--- src/rtl/irq_pkg.sv ---
package irq_pkg;
  localparam int NUM_SRC = 13;
  localparam int VEC_W   = $clog2(NUM_SRC);

  // Source index that sits at a given polling position (0 = polled first).
  function automatic int poll_src(input int pos);
    case (pos)
      0:  return 0;
      1:  return 4;
      2:  return 8;
      3:  return 2;
      4:  return 9;
      5:  return 1;
      6:  return 5;
      7:  return 10;
      8:  return 3;
      9:  return 6;
      10: return 11;
      11: return 7;
      default: return 12;
    endcase
  endfunction

  // In-service update: return closes the highest open level, then ack opens one.
  function automatic logic [1:0] svc_next(input logic [1:0] cur, input logic reti,
                                          input logic ack, input logic ack_hi);
    logic [1:0] n;
    n = cur;
    if (reti) begin
      if (n[1]) n[1] = 1'b0;
      else      n[0] = 1'b0;
    end
    if (ack) begin
      if (ack_hi) n[1] = 1'b1;
      else        n[0] = 1'b1;
    end
    return n;
  endfunction
endpackage

--- src/rtl/irq_poll_pick.sv ---
module irq_poll_pick
  import irq_pkg::*;
#(
  parameter int N = NUM_SRC,
  parameter int W = VEC_W
) (
  input  logic [N-1:0] cand_i,
  output logic         hit_o,
  output logic [W-1:0] src_o
);
  always_comb begin
    hit_o = 1'b0;
    src_o = '0;
    for (int p = N - 1; p >= 0; p--) begin
      if (cand_i[poll_src(p)]) begin
        hit_o = 1'b1;
        src_o = W'(poll_src(p));
      end
    end
  end
endmodule

--- src/rtl/irq_svc_track.sv ---
module irq_svc_track
  import irq_pkg::*;
(
  input  logic clk,
  input  logic rst_n,
  input  logic ack_take_i,
  input  logic ack_hi_i,
  input  logic reti_i,
  output logic hi_q_o,
  output logic lo_q_o,
  output logic hi_nxt_o,
  output logic lo_nxt_o
);
  logic [1:0] svc_q;
  logic [1:0] svc_d;

  assign svc_d = svc_next(svc_q, reti_i, ack_take_i, ack_hi_i);

  always_ff @(posedge clk or negedge rst_n) begin
    if (!rst_n) svc_q <= 2'b00;
    else        svc_q <= svc_d;
  end

  assign hi_q_o   = svc_q[1];
  assign lo_q_o   = svc_q[0];
  assign hi_nxt_o = svc_d[1];
  assign lo_nxt_o = svc_d[0];
endmodule

--- src/rtl/irq_nest_ctrl.sv ---
module irq_nest_ctrl
  import irq_pkg::*;
(
  input  logic               clk,
  input  logic               rst_n,
  input  logic [NUM_SRC-1:0] req_i,
  input  logic [NUM_SRC-1:0] en_i,
  input  logic               glob_en_i,
  input  logic [NUM_SRC-1:0] prio_i,
  input  logic               ack_i,
  input  logic               reti_i,
  output logic               irq_o,
  output logic [VEC_W-1:0]   vec_o
);
  logic [NUM_SRC-1:0] eligible;
  logic               hi_hit, lo_hit;
  logic [VEC_W-1:0]   hi_src, lo_src;
  logic               ins_hi, ins_lo, ins_hi_nxt, ins_lo_nxt;
  logic               take_hi, take_lo;
  logic               irq_q, pend_hi;
  logic [VEC_W-1:0]   vec_q;
  logic               ack_take;

  assign eligible = req_i & en_i & {NUM_SRC{glob_en_i}};
  assign ack_take = ack_i & irq_q;

  irq_poll_pick #(.N(NUM_SRC), .W(VEC_W)) u_pick_hi (
    .cand_i (eligible & prio_i),
    .hit_o  (hi_hit),
    .src_o  (hi_src)
  );

  irq_poll_pick #(.N(NUM_SRC), .W(VEC_W)) u_pick_lo (
    .cand_i (eligible & ~prio_i),
    .hit_o  (lo_hit),
    .src_o  (lo_src)
  );

  irq_svc_track u_svc (
    .clk        (clk),
    .rst_n      (rst_n),
    .ack_take_i (ack_take),
    .ack_hi_i   (pend_hi),
    .reti_i     (reti_i),
    .hi_q_o     (ins_hi),
    .lo_q_o     (ins_lo),
    .hi_nxt_o   (ins_hi_nxt),
    .lo_nxt_o   (ins_lo_nxt)
  );

  assign take_hi = hi_hit & ~ins_hi_nxt;
  assign take_lo = ~take_hi & lo_hit & ~ins_hi_nxt & ~ins_lo_nxt;

  always_ff @(posedge clk or negedge rst_n) begin
    if (!rst_n) begin
      irq_q   <= 1'b0;
      vec_q   <= '0;
      pend_hi <= 1'b0;
    end else begin
      irq_q   <= take_hi | take_lo;
      vec_q   <= take_hi ? hi_src : (take_lo ? lo_src : '0);
      pend_hi <= take_hi;
    end
  end

  assign irq_o = irq_q;
  assign vec_o = vec_q;
endmodule

--- config.mk ---
export PLATFORM = sky130hd
export DESIGN_NAME = irq_nest_ctrl
export DESIGN_NICKNAME = d
export VERILOG_FILES = /design/src/rtl/irq_pkg.sv /design/src/rtl/irq_poll_pick.sv /design/src/rtl/irq_svc_track.sv /design/src/rtl/irq_nest_ctrl.sv
export SDC_FILE = /design/constraint.sdc
export NUM_CORES = 1
export LEC_CHECK = 0
export BUFFER_PORTS_ARGS = -buffer_cell sky130_fd_sc_hd__buf_2
export CORE_MARGIN = 2
export CORE_UTILIZATION = 44
export CTS_BUF_LIST = sky130_fd_sc_hd__clkbuf_8 sky130_fd_sc_hd__clkbuf_16
export CTS_CLUSTER_DIAMETER = 60
export DETAILED_ROUTE_END_ITERATION = 10
export PLACE_DENSITY = 0.86
export SYNTH_ARGS = -nofsm -noshare
export SYNTH_HDL_FRONTEND = slang
export SYNTH_SLANG_ARGS = --single-unit
--- constraint.sdc ---
create_clock -name clk -period 1.77 [get_ports clk]
set_input_delay 0.4425 -clock clk [delete_from_list [all_inputs] [get_ports clk]]
set_output_delay 0.4425 -clock clk [all_outputs]
set_load 0.02 [all_outputs]
==> impl_metrics.json <==
{
  "post-route-drc-count": 0,
  "place.port_buffers": 48,
  "gp_congestion": 0.860,
  "synth-edff-count": 0,
  "num_vias": 1157,
  "final-seq-area_um2": 200,
  "synthFlopType": "sky130_fd_sc_hd__dfrtp_1",
  "die_height_um": 48.6,
  "groute.usage.overall_pct": 23.6,
  "synth_sequential_area_ratio_pct": 22.9,
  "initial_drc_count": 39,
  "post-synth-top-area-fraction_pct": 22.9,
  "mappedNetlistNets": 151,
  "area_growth_syn_to_layout_pct": 48.6,
  "grt.overflow.total": 0,
  "min-delay-path-class": "input port to async pin",
  "die_width_um": 48.6,
  "leakage_uw": 0.000658,
  "dp_slack_ns": -0.0736,
  "clk_transition_reported_paths_ns": 0.04,
  "layout-drive-gt1-share_pct": 43.9,
  "comb_power_share_pct": 42.0,
  "cts_buffers": 3,
  "drtPass1Iterations": 4,
  "design.die.area_um2": 2360,
  "syn-cell-area_um2": 873,
  "cts-root-to-sink-buffers": 2,
  "finalSetupViolations": 0,
  "min_period_over_period_pct": 92.7,
  "yosys.cell_count.top_type": "sky130_fd_sc_hd__nand4_1",
  "numClockSinks": 8,
  "most_area_hungry_cell_type_in_the_yosys_netlist": "sky130_fd_sc_hd__dfrtp_1",
  "kind_of_start_point_of_the_critical_path": "input port",
  "routed_length_per_placed_instance_um": 13.8,
  "post_synth_num_cell_types": 37,
  "power_switching_share_pct": 33.5,
  "clock_power_share_pct": 26.0,
  "max_cap_viol_count": 0,
  "postCtsResizedCells": 0,
  "clk-insertion-delay-late_ns": 0.22,
  "power_switching_uw": 266,
  "maximum_number_of_pins_on_one_net_before_global_route_repair": 11,
  "post_layout_net_count": 217,
  "timing.critical_path.arrival_ns": 1.80,
  "clock_skew_ns": 0.00228,
  "outcome": "complete, no violations",
  "crit_chain": "buf_2 > and4_4 > a41oi_2 > nand3_2 > nor3_4 > and4_1 > o21a_1",
  "ctsRootBufferMaster": "sky130_fd_sc_hd__clkbuf_8",
  "fin_crit_ns": 1.64,
  "tritoncts_clock_tree": "yes",
  "drt-vias-per-instance": 5.84,
  "timing.critical_path.slowest_stage_cell": "sky130_fd_sc_hd__nor3_4",
  "power.share.sequential_pct": 32.0,
  "multi_input_area_um2": 622,
  "starting_density_of_the_core_pct": 45.4,
  "setup-tns-final_ns": 0,
  "n_antenna_cell": 0,
  "worst_slew_pin_slew_ns": 0.272,
  "post_cts.repair.setup_buffers": 0,
  "worst_path_largest_cell_delay_ns": 0.26,
  "critPathMaxFanout": 10,
  "grt_setup_unrepaired": "false",
  "grt_first_pass_wirelength_mm": 4.45,
  "worstSetupPathType": "input port to flop",
  "slew-limit-headroom_pct": 81.8,
  "route.antenna.remaining_nets": 0,
  "ys_async_sr_fraction_pct": 100,
  "vdd_drop_max_mv": 0.344,
  "total_power_uw": 796,
  "placeable_core_region_um2": 1920,
  "power_density_nw_per_um2": 614,
  "totalWireLength_mm": 2.72,
  "vias_in_the_first_global_route": 1141,
  "pint_uw": 530,
  "synth_commonest_cells": "sky130_fd_sc_hd__nand4_1, sky130_fd_sc_hd__nand2_1, sky130_fd_sc_hd__o21ai_0",
  "synthesis.yosys.warnings": 0,
  "post_synth_inst_count": 107,
  "maxSlewViolCount": 0,
  "final.setup.worst_slack_ns": 0.129,
  "placement_rows": 16,
  "cts_hold_buf": 0,
  "yosys_register_bits": 8,
  "ioPinCount": 49,
  "fmax_mhz": 610,
  "hpwl_mm": 2.37,
  "htreeDepth": 1,
  "worst-endpoint-required_ns": 1.93,
  "fill_cells": 180,
  "antenna_found_initial": 0,
  "crit_path_end_kind": "flop",
  "hold_viol_final": 0,
  "postSynthAreaPerCell_um2": 8.16,
  "synthTopCellsByArea": "sky130_fd_sc_hd__dfrtp_1, sky130_fd_sc_hd__nand4_1, sky130_fd_sc_hd__nand4b_1"
}
path summary, 6_finish.rpt:
path	start	endpoint	slack, ns	cells after the start
max in group asynchronous	rst_n	u_svc.svc_q[0]	1.56	1
worst max register to register	u_svc.svc_q[1]	vec_o[2]	0.38	4
min in group clk	pend_hi	u_svc.svc_q[0]	0.49	1
worst min-delay path	rst_n	vec_o[0]	0.05	1
worst max-delay path	glob_en_i	vec_o[2]	0.13	7
worst min register to register	pend_hi	u_svc.svc_q[0]	0.49	1
routing by layer:
metal	part of all wire, %	vias up	GRT usage, %
li1	-	569	-
met1	37	524	24.0
met2	56	58	46.8
met3	5.7	6	3.40
met4	1.6	0	11.0
met5	0	-	0
registers in the layout (all words and copies together), names as in the netlist:
signal / flops
irq_o: 1
pend_hi: 1
vec_o: 4
u_svc.svc_q: 2
final cells by class:
class	count	share of cell area, %
Multi-Input combinational cell	92	47.9
Timing Repair Buffer	64	29.7
Sequential cell	8	15.4
Clock buffer	3	3.18
Tap cell	27	2.60
Inverter	4	1.16
cells by family (layout without fill, tap and decap cells):
group | after synthesis | after routing | synth area share [%]
compound gates | 32 | 32 | 23.5
buf+inv | 7 | 71 | 5.87
simple gates | 59 | 59 | 46.6
fa+ha+maj | 1 | 1 | 1.15
flops | 8 | 8 | 22.9
stage by stage:
stage,instances,utilization (%),hold WS [ns],area (um2)
2_1_floorplan,107,-,0.147,873
3_3_place_gp,195,65.4,0.284,1260
3_5_place_dp,195,65.4,0.288,1260
4_1_cts,198,67.5,0.0520,1300
5_1_grt,198,67.5,0.0597,1300
6_report,198,67.5,0.0518,1300
power groups by stage:
stage / Combinational [uW] / Sequential (uW) / Clock, uW
after CTS: 333 / 255 / 213
after global routing: 364 / 260 / 224
final: 334 / 255 / 207
after floorplan: 157 / 281 / 0
after global placement: 318 / 250 / 0
after detailed placement: 331 / 257 / 0
worst max-delay path: cells and delay by family:
family	cells	cell delay, ns
and+or+nand+nor	4	0.84
AOI/OAI and AO/OA	2	0.34
buffers and inverters	1	0.17
placed cells by master, fill, tap and decap left out, types with 2 or more instances in the layout:
cell	Yosys	final
sky130_fd_sc_hd__buf_2	1	48
sky130_fd_sc_hd__nand4_1	16	16
sky130_fd_sc_hd__buf_4	0	14
sky130_fd_sc_hd__nand2_1	11	11
sky130_fd_sc_hd__o21ai_0	11	11
sky130_fd_sc_hd__nand4b_1	10	10
sky130_fd_sc_hd__dfrtp_1	8	8
sky130_fd_sc_hd__inv_1	4	4
sky130_fd_sc_hd__nand3_1	4	4
sky130_fd_sc_hd__a21oi_1	4	4
sky130_fd_sc_hd__and4b_1	3	3
sky130_fd_sc_hd__o22ai_1	3	3
sky130_fd_sc_hd__o21ai_1	3	3
sky130_fd_sc_hd__clkbuf_8	0	3
sky130_fd_sc_hd__and2_1	2	2
sky130_fd_sc_hd__and4_1	2	2
sky130_fd_sc_hd__and3_1	2	2
sky130_fd_sc_hd__a21boi_1	2	2
sky130_fd_sc_hd__buf_12	1	2
Note: power is estimated with default switching activity, not from simulation.
